## src/rtl/srx_pkg.sv

```systemverilog
package srx_pkg;

  localparam int CHAR_W = 9;

  typedef enum logic [1:0] {
    FMT_8N = 2'd0,
    FMT_8E = 2'd1,
    FMT_8O = 2'd2,
    FMT_9N = 2'd3
  } rxFormat_t;

  typedef enum logic [2:0] {
    ST_IDLE,
    ST_START,
    ST_DATA,
    ST_PAR,
    ST_STOP
  } rxState_t;

  // strobes from control to datapath, each valid for one clock
  typedef struct packed {
    logic capA;      // take first vote sample
    logic capB;      // take second vote sample
    logic shiftIn;   // vote complete, shift data bit
    logic parityIn;  // vote complete, latch parity bit
    logic stopIn;    // vote complete on stop bit, push character
  } rxStrobe_t;

  typedef struct packed {
    logic [CHAR_W-1:0] data;
    logic              parErr;
    logic              frmErr;
  } rxEntry_t;

endpackage

```

## src/rtl/srx_ctrl.sv

```systemverilog
module srx_ctrl
  import srx_pkg::*;
#(
  parameter int OVERSAMPLE = 16
) (
  input  logic      clk,
  input  logic      rstN,
  input  logic      sampleTick,
  input  logic      lineNow,
  input  logic [1:0] frameMode,
  output rxStrobe_t stb,
  output rxFormat_t fmtQ,
  output logic      idle
);

  localparam int CW   = $clog2(OVERSAMPLE);
  localparam int HALF = OVERSAMPLE / 2;
  localparam logic [CW-1:0] LAST_C = CW'(OVERSAMPLE - 1);
  localparam logic [CW-1:0] HALF_C = CW'(HALF);
  localparam logic [CW-1:0] EARLY_C = CW'(HALF - 1);
  localparam logic [CW-1:0] LATE_C = CW'(HALF + 1);

  rxState_t    state;
  logic [CW-1:0] smpCnt;
  logic [3:0]  bitCnt;
  logic [3:0]  lastBit;
  logic        hasParity;
  logic        voteState;

  assign lastBit   = (fmtQ == FMT_9N) ? 4'd8 : 4'd7;
  assign hasParity = (fmtQ == FMT_8E) || (fmtQ == FMT_8O);
  assign voteState = (state == ST_DATA) || (state == ST_PAR) || (state == ST_STOP);

  always_ff @(posedge clk or negedge rstN) begin
    if (!rstN) begin
      state  <= ST_IDLE;
      smpCnt <= '0;
      bitCnt <= '0;
      fmtQ   <= FMT_8N;
    end else if (sampleTick) begin
      smpCnt <= smpCnt + 1'b1;
      unique case (state)
        ST_IDLE: begin
          smpCnt <= '0;
          if (!lineNow) begin
            state <= ST_START;
            fmtQ  <= rxFormat_t'(frameMode);
          end
        end
        ST_START: begin
          if (smpCnt == HALF_C && lineNow) begin
            state <= ST_IDLE;
          end else if (smpCnt == LAST_C) begin
            state  <= ST_DATA;
            smpCnt <= '0;
            bitCnt <= '0;
          end
        end
        ST_DATA: begin
          if (smpCnt == LAST_C) begin
            smpCnt <= '0;
            if (bitCnt == lastBit) begin
              state <= hasParity ? ST_PAR : ST_STOP;
            end else begin
              bitCnt <= bitCnt + 1'b1;
            end
          end
        end
        ST_PAR: begin
          if (smpCnt == LAST_C) begin
            smpCnt <= '0;
            state  <= ST_STOP;
          end
        end
        ST_STOP: begin
          if (smpCnt == LATE_C) begin
            state <= ST_IDLE;
          end
        end
        default: state <= ST_IDLE;
      endcase
    end
  end

  always_comb begin
    stb          = '0;
    stb.capA     = sampleTick && voteState && (smpCnt == EARLY_C);
    stb.capB     = sampleTick && voteState && (smpCnt == HALF_C);
    stb.shiftIn  = sampleTick && (state == ST_DATA) && (smpCnt == LATE_C);
    stb.parityIn = sampleTick && (state == ST_PAR)  && (smpCnt == LATE_C);
    stb.stopIn   = sampleTick && (state == ST_STOP) && (smpCnt == LATE_C);
  end

  assign idle = (state == ST_IDLE);

endmodule

```

## src/rtl/srx_datapath.sv

```systemverilog
module srx_datapath
  import srx_pkg::*;
(
  input  logic      clk,
  input  logic      rstN,
  input  logic      rxLine,
  input  rxStrobe_t stb,
  input  rxFormat_t fmtQ,
  output logic      lineNow,
  output logic      pushEn,
  output rxEntry_t  pushEntry
);

  logic [1:0]        syncQ;
  logic              smpA;
  logic              smpB;
  logic              vote;
  logic [CHAR_W-1:0] shiftQ;
  logic              parQ;
  logic [CHAR_W-1:0] charVal;
  logic              parOnes;

  always_ff @(posedge clk or negedge rstN) begin
    if (!rstN) syncQ <= 2'b11;
    else       syncQ <= {syncQ[0], rxLine};
  end
  assign lineNow = syncQ[1];

  // majority of two held samples and the present one
  assign vote = (smpA & smpB) | (smpA & lineNow) | (smpB & lineNow);

  always_ff @(posedge clk or negedge rstN) begin
    if (!rstN) begin
      smpA   <= 1'b1;
      smpB   <= 1'b1;
      shiftQ <= '0;
      parQ   <= 1'b0;
    end else begin
      if (stb.capA)     smpA   <= lineNow;
      if (stb.capB)     smpB   <= lineNow;
      if (stb.shiftIn)  shiftQ <= {vote, shiftQ[CHAR_W-1:1]};
      if (stb.parityIn) parQ   <= vote;
    end
  end

  assign charVal = (fmtQ == FMT_9N) ? shiftQ : {1'b0, shiftQ[CHAR_W-1:1]};
  assign parOnes = ^{charVal[7:0], parQ};

  always_comb begin
    pushEntry.data   = charVal;
    pushEntry.frmErr = !vote;
    unique case (fmtQ)
      FMT_8E:  pushEntry.parErr = parOnes;
      FMT_8O:  pushEntry.parErr = !parOnes;
      default: pushEntry.parErr = 1'b0;
    endcase
  end

  assign pushEn = stb.stopIn;

endmodule

```

## src/rtl/srx_fifo.sv

```systemverilog
module srx_fifo
  import srx_pkg::*;
#(
  parameter int DEPTH     = 4,
  parameter int MID_LEVEL = 3
) (
  input  logic                         clk,
  input  logic                         rstN,
  input  logic                         pushEn,
  input  rxEntry_t                     pushEntry,
  input  logic                         popReq,
  input  logic                         ovrClear,
  input  logic [1:0]                   irqSel,
  output rxEntry_t                     head,
  output logic [$clog2(DEPTH+1)-1:0]   count,
  output logic                         overrun,
  output logic                         irq
);

  localparam int PW = (DEPTH > 1) ? $clog2(DEPTH) : 1;
  localparam int CW = $clog2(DEPTH + 1);
  localparam logic [CW-1:0] FULL_C = CW'(DEPTH);
  localparam logic [CW-1:0] MID_C  = CW'(MID_LEVEL);
  localparam logic [PW-1:0] LASTP  = PW'(DEPTH - 1);

  logic [PW-1:0] wrPtr;
  logic [PW-1:0] rdPtr;
  logic          full;
  logic          accept;
  logic          lost;
  logic          doPop;
  rxEntry_t      slotQ [DEPTH];

  assign full   = (count == FULL_C);
  assign accept = pushEn && !overrun && !full;
  assign lost   = pushEn && !overrun && full;
  assign doPop  = popReq && (count != '0);

  for (genvar i = 0; i < DEPTH; i++) begin : gSlot
    rxEntry_t q;
    always_ff @(posedge clk or negedge rstN) begin
      if (!rstN)                                 q <= '0;
      else if (accept && wrPtr == PW'(i))        q <= pushEntry;
    end
    assign slotQ[i] = q;
  end

  always_ff @(posedge clk or negedge rstN) begin
    if (!rstN) begin
      wrPtr   <= '0;
      rdPtr   <= '0;
      count   <= '0;
      overrun <= 1'b0;
    end else begin
      if (accept) wrPtr <= (wrPtr == LASTP) ? '0 : wrPtr + 1'b1;
      if (doPop)  rdPtr <= (rdPtr == LASTP) ? '0 : rdPtr + 1'b1;
      unique case ({accept, doPop})
        2'b10:   count <= count + 1'b1;
        2'b01:   count <= count - 1'b1;
        default: count <= count;
      endcase
      if (lost)          overrun <= 1'b1;
      else if (ovrClear) overrun <= 1'b0;
    end
  end

  assign head = slotQ[rdPtr];

  always_comb begin
    unique case (irqSel)
      2'd0:    irq = (count != '0);
      2'd1:    irq = (count >= MID_C) && (count != '0);
      default: irq = full;
    endcase
  end

endmodule

```

## src/rtl/serial_rx_fifo.sv

```systemverilog
module serial_rx_fifo
  import srx_pkg::*;
#(
  parameter int DEPTH      = 4,
  parameter int MID_LEVEL  = 3,
  parameter int OVERSAMPLE = 16
) (
  input  logic                       clk,
  input  logic                       rstN,
  input  logic                       sampleTick,
  input  logic                       rxLine,
  input  logic [1:0]                 frameMode,
  input  logic [1:0]                 irqSel,
  input  logic                       popReq,
  input  logic                       ovrClear,
  output logic [CHAR_W-1:0]          rdData,
  output logic                       rdParErr,
  output logic                       rdFrmErr,
  output logic                       rdValid,
  output logic [$clog2(DEPTH+1)-1:0] charCount,
  output logic                       overrun,
  output logic                       irq,
  output logic                       idle
);

  rxStrobe_t stb;
  rxFormat_t fmtQ;
  logic      lineNow;
  logic      pushEn;
  rxEntry_t  pushEntry;
  rxEntry_t  head;

  srx_ctrl #(.OVERSAMPLE(OVERSAMPLE)) uCtrl (
    .clk(clk), .rstN(rstN), .sampleTick(sampleTick), .lineNow(lineNow),
    .frameMode(frameMode), .stb(stb), .fmtQ(fmtQ), .idle(idle)
  );

  srx_datapath uPath (
    .clk(clk), .rstN(rstN), .rxLine(rxLine), .stb(stb), .fmtQ(fmtQ),
    .lineNow(lineNow), .pushEn(pushEn), .pushEntry(pushEntry)
  );

  srx_fifo #(.DEPTH(DEPTH), .MID_LEVEL(MID_LEVEL)) uFifo (
    .clk(clk), .rstN(rstN), .pushEn(pushEn), .pushEntry(pushEntry),
    .popReq(popReq), .ovrClear(ovrClear), .irqSel(irqSel), .head(head),
    .count(charCount), .overrun(overrun), .irq(irq)
  );

  assign rdData   = head.data;
  assign rdParErr = head.parErr;
  assign rdFrmErr = head.frmErr;
  assign rdValid  = (charCount != '0);

endmodule

```

## config.mk

```make
export PLATFORM = sky130hd
export DESIGN_NAME = serial_rx_fifo
export DESIGN_NICKNAME = d
export VERILOG_FILES = /design/src/rtl/srx_pkg.sv /design/src/rtl/srx_ctrl.sv /design/src/rtl/srx_datapath.sv /design/src/rtl/srx_fifo.sv /design/src/rtl/serial_rx_fifo.sv
export SDC_FILE = /design/constraint.sdc
export NUM_CORES = 1
export LEC_CHECK = 0
export CORE_UTILIZATION = 45
export CTS_CLUSTER_DIAMETER = 150
export CTS_CLUSTER_SIZE = 10
export DETAILED_ROUTE_END_ITERATION = 8
export GPL_ROUTABILITY_DRIVEN = 0
export GPL_TIMING_DRIVEN = 0
export MAX_ROUTING_LAYER = met4
export PLACE_DENSITY = 0.64
export SLEW_MARGIN = 20
export SYNTH_ARGS = -nofsm -noshare
export SYNTH_HDL_FRONTEND = slang
export SYNTH_SLANG_ARGS = --single-unit
```

## constraint.sdc

```tcl
create_clock -name clk -period 6.5 [get_ports clk]
set_input_delay 1.3 -clock clk [delete_from_list [all_inputs] [get_ports clk]]
set_output_delay 1.3 -clock clk [all_outputs]
set_load 0.02 [all_outputs]
```

Word-level counts from Yosys, hierarchy flattened
Cells that the tools add are included.
{"block": "totals", "register_bits": 79, "wordCells": 136}
{"block": "op_classes", "order_cmp": 2, "n_reduce_logical": 38, "n_addsub": 6, "mux": 29, "eq_ne": 29, "bitwise": 7}
{"op": "4-bit 2-to-1 mux", "count": 7}
{"op": "3-bit 2-to-1 mux", "count": 8}
{"op": "11-bit binary-select mux with 2-bit select", "count": 1}
{"op": "11-bit 2-to-1 mux", "count": 2}
{"op": "1-bit logical AND", "count": 19}
{"op": "3-bit one-hot mux with 5 select lines", "count": 1}
{"op": "2-bit == test (second input constant)", "count": 6}
{"op": "4-bit == test (second input constant)", "count": 3}
{"op": "4-bit one-hot mux with 3 select lines", "count": 1}
{"op": "2-bit by 1-bit inequality test with 1-bit output (second input constant)", "count": 5}
{"op": "9-bit 2-to-1 mux", "count": 1}
{"op": "9-bit XOR reduction", "count": 1}
{"op": "4-bit by 1-bit adder with 4-bit output (second input constant)", "count": 2}
{"op": "2-bit by 1-bit == test with 1-bit output (second input constant)", "count": 4}
{"op": "4-bit one-hot mux with 2 select lines", "count": 1}
{"op": "7-bit AND reduction", "count": 1}
{"op": "3-bit by 2-bit == test with 1-bit output (second input constant)", "count": 2}
{"op": "3-bit == test (second input constant)", "count": 2}
{"op": "2-bit inequality test (second input constant)", "count": 3}
{"op": "3-bit one-hot mux with 2 select lines", "count": 1}
{"op": "6-bit AND reduction", "count": 1}
{"op": "2-bit nonzero test", "count": 3}
{"op": "2-bit by 1-bit adder with 2-bit output (second input constant)", "count": 2}
{"op": "4-bit by 3-bit == test with 1-bit output (second input constant)", "count": 1}
{"op": "21 further kinds", "count": 33}

Logic depth before layout (Yosys ltp)
{"block": "logic_depth", "word_depth": 7, "depth_mapped": 11, "mapped_depth_nobuf": 11}

Modules after synthesis
A second synthesis with hierarchy kept.
{"block": "unflattened", "cells_unflattened": 303, "hier_area_um2": 4205.3}
{"module": "srx_fifo", "cells_each": 151, "area_each_um2": 2541.2, "n_inst": 1, "seq_area_each_um2": 1301.2}
{"module": "srx_ctrl", "cells_each": 101, "area_each_um2": 929.6, "n_inst": 1, "seq_area_each_um2": 325.3}
{"module": "srx_datapath", "cells_each": 50, "area_each_um2": 728.2, "n_inst": 1, "seq_area_each_um2": 355.3}
{"module": "serial_rx_fifo", "cells_each": 1, "area_each_um2": 6.3, "n_inst": 1, "seq_area_each_um2": 0.0}

Worst setup path after synthesis
Ideal clock, no wire load.
{"block": "synth_path", "kind": "input to output", "from": "input irqSel[0]", "to": "output irq", "cell_stages": 2, "path_slack_ns": 3.183, "arrival_ns": 2.017, "required_ns": 5.200, "cell_sequence": "maj3_1 -> a21oi_1"}
{"block": "synth_via", "elab_chain_len": 2, "word_cells_on_any_way": 3}
{"element": "from (decl)", "line_no": "serial_rx_fifo.sv:13", "source": "input logic [1:0] irqSel,"}
{"element": "2-bit by 1-bit == test with 1-bit output or 2-bit logical NOT (tied branches)", "line_no": "srx_fifo.sv:70", "source": "unique case (irqSel)"}
{"element": "1-bit one-hot mux with 2 select lines (*)", "line_no": "srx_fifo.sv:70"}
{"element": "to (decl)", "line_no": "serial_rx_fifo.sv:22", "source": "output logic irq,"}
Mark *: on every way between the ends. The rest lies on a longest branch, timed or not.

Worst setup path after layout
Same ends and word-level chain as after synthesis.

==> results.yml <==
power_and_ir_drop:
  comb_power_share_pct: 23.3
  share_seq_of_total_power_pct: 45.7
  p_int_w: 0.000905
  max-vdd-ir-drop_uv: 141
  switching_share_pct: 30.0
  switchingPower_w: 0.000388
  clkPwrFrac_pct: 31.0
  p_leak_nw: 1.97
  overall_power_w: 0.00129
  power.density_mw_per_mm2: 287
floorplan:
  start_util_pct: 46.7
  num_io_pins: 28
  die_h_um: 94.5
  core.rowCount: 33
  chipWidth_um: 94.5
  core_area_mm2: 0.00826
  floorplan.die_area_mm2: 0.00894
grt:
  grt_pass1_vias: 2655
  grt_max_degree: 52
  antenna_found_initial: 0
  grtUsageTotal_pct: 19.6
  grt_overflow: 0
  first_pass_grt_wire_length_um: 12800
critical_path:
  endpoint_kind: "output pin"
  setup.worst_path.class: "primary input to output pin"
  worst_ep_arrival_time_ns: 2.84
  number_of_buffers_and_inverters_on_the_critical_path: 2
  critPathTopFamily: "buffers and inverters"
  delay_of_the_slowest_cell_on_the_worst_path_ns: 0.62
  worstSetupStartpointType: "primary input"
  critical_path.max_fanout: 1
  slowest_library_cell_on_the_worst_path: "clkdlybuf4s50_1"
  cp_common_cell: "clkdlybuf4s50_1"
  cell_by_cell_trace_of_the_critical_path: "clkdlybuf4s50_1 -> maj3_1 -> a21oi_1 -> clkdlybuf4s50_1"
  worst_ep_required_time_ns: 5.20
cts:
  postCtsSetupBuffers: 0
  cts-resized-gates: 0
  tritoncts: "built"
  clk_pin_slew_worst_paths_ns: 0.08
  clock_tree.buffer_depth: 2
  numCtsBuffers: 9
  ctsHtreeMaxLevel: 3
  clk_latency_ns: 0.35
  clock_sinks: 79
  root_buffer_master: "clkbuf_8"
  cts-hold-fix-buffers: 0
timing:
  hold_viol: 0
  clock-skew-final_ns: 0.00869
  max_slew_margin_pct: 52.0
  setup_viol: 0
  finalCriticalPeriod_ns: 4.14
  finalCritPeriodShare_pct: 63.6
  setup_repair_after_global_routing_missed_its_margin: "no"
  max_freq_mhz: 242
  worstMarginPinSlew_ns: 0.717
  final_max_slew_viol_count: 0
  finalSetupTns_ns: 0
yosys:
  mappedNetlistArea_mm2: 0.00385
  yosysWarningCount: 0
  synth_flop_cell: "dfrtp_1"
  yosys.area.top_type: "dfrtp_1"
  postSynthAreaPerCell_um2: 10.9
  yosysTopAreaCellShare_pct: 48.7
  syn-num-nets: 376
  ys_types: 46
  number_of_enable_type_register_cells_in_the_synthesized_netlist: 0
  synthTopCellsByArea: "dfrtp_1 (49%), o21ai_0 (6.9%), nand2_1 (6.4%)"
  async_flop_share_pct: 100
  synth-seq-area-share_pct: 51.4
  yosys_register_bits: 79
  synthesized_instance_count: 352
route:
  drt-initial-drc-count: 99
  post_drt_wl_per_cell_um: 14.9
  detail_route.vias_per_cell: 5.35
  detailroute.via_count: 2678
  drt_drc_violations_left: 0
  drt-pass1-iter-count: 5
  drt-total-wl_um: 7440
  drt.antenna.violating_nets: 0
finish:
  final_core_utilization_pct: 54.5
  drive_gt1_share_pct: 15.7
  fin_nets: 415
  layout_common_cells: "dfrtp_1 (75), nand2_1 (66), o21ai_0 (53)"
  final_common_cell: "dfrtp_1"
  area_growth_pct: 16.8
  antennaDiodeCount: 0
  layout.filler_cells: 738
placed_design:
  dp.final_hpwl_um: 5300
  numPortBuffers: 27
flow_run:
  max_cap_viol_count: 0
run_status:
  run_status: "finished, final reports clean"
hold_path:
  holdCritPathClass: "flop to flop"
==> synthesized netlist by cell type, types with 3 or more instances <==
cell,number
buf_2,9
clkbuf_1,4
dfrtp_1,75
dfstp_2,4
ha_1,13
inv_1,18
mux2_2,14
mux2i_1,11
mux4_2,11
nand2_1,66
nand3_1,4
nand3b_1,3
nor2_1,6
nor3_1,6
o21ai_0,53
o21ai_1,4
o31ai_1,4
or3_1,3
xnor2_1,5
xor2_1,5
==> layer usage <==
metal	global-route usage (%)	part of all wire (%)	wire, um	up-vias
met4	7.20	1.6	116	0
met2	30.7	47	3520	35
li1	-	-	-	1311
met5	-	0	0	-
met1	25.7	48	3590	1321
met3	3.38	2.9	213	11
==> final timing paths <==
check                                            startpoint                               to  slack [ns]  depth (start not counted)
worst max-delay path                              irqSel[0]                              irq        2.36                          4
worst min-delay path               uPath.syncQ[0]$_DFF_PN1_         uPath.syncQ[1]$_DFF_PN1_        0.36                          0
worst max register to register  uCtrl.smpCnt[1]$_DFFE_PN0P_       uFifo.count[2]$_DFFE_PN0P_        4.02                         11
worst min register to register     uPath.syncQ[0]$_DFF_PN1_         uPath.syncQ[1]$_DFF_PN1_        0.36                          0
max in group asynchronous                              rstN         uPath.syncQ[0]$_DFF_PN1_        5.00                          2
min in group asynchronous                              rstN  uFifo.gSlot[0].q[0]$_DFFE_PN0P_        0.87                          1
==> kinds of logic after synthesis <==
logic type	Yosys count	share of synthesized area, %
mux	36	13.4
flops	79	51.4
buf+inv	32	3.41
simple gates	100	12.1
xor+xnor	11	2.86
compound gates	78	11.6
fa+ha+maj	16	5.26
==> layout make-up <==
type,count,area [um2],share of cell area [%]
buffer,14,63.8,1.42
inverter,18,67.6,1.50
tap,105,131,2.92
clock buffer,9,124,2.75
multi-input combinational,241,1740,38.7
sequential,79,1980,44.0
timing repair buffer,28,295,6.56
clock inverter,7,96.3,2.14
==> power by group through the flow <==
stage	registers (W)	clock network, W	logic (W)
after floorplan	0.000600	0	0.000205
after global placement	0.000601	0	0.000300
after detailed placement	0.000603	0	0.000306
after CTS	0.000593	0.000413	0.000307
after global routing	0.000600	0.000440	0.000339
final	0.000591	0.000401	0.000301
==> sequential cells by signal, summed over array words and instances (netlist names) <==
signal,flops
uCtrl.state,3
uCtrl.bitCnt,4
uPath.shiftQ,9
uCtrl.smpCnt,4
uPath.smpA,1
uPath.smpB,1
uFifo.overrun,1
uFifo.gSlot.q,44
uFifo.rdPtr,2
uCtrl.fmtQ,2
uPath.syncQ,2
uFifo.count,3
uPath.parQ,1
uFifo.wrPtr,2
==> per-stage QoR <==
step                worst slack (ns)  hold WS, ns  instances  instance area [um2]
global route                    2.30        0.363        501                 4500
global placement                1.33        0.348        484                 4260
finish                          2.36        0.359        501                 4500
CTS                             2.35        0.360        501                 4500
floorplan                       3.18        0.345        352                 3850
detailed placement              2.37        0.348        485                 4280
(Power assumes the default switching activity.)
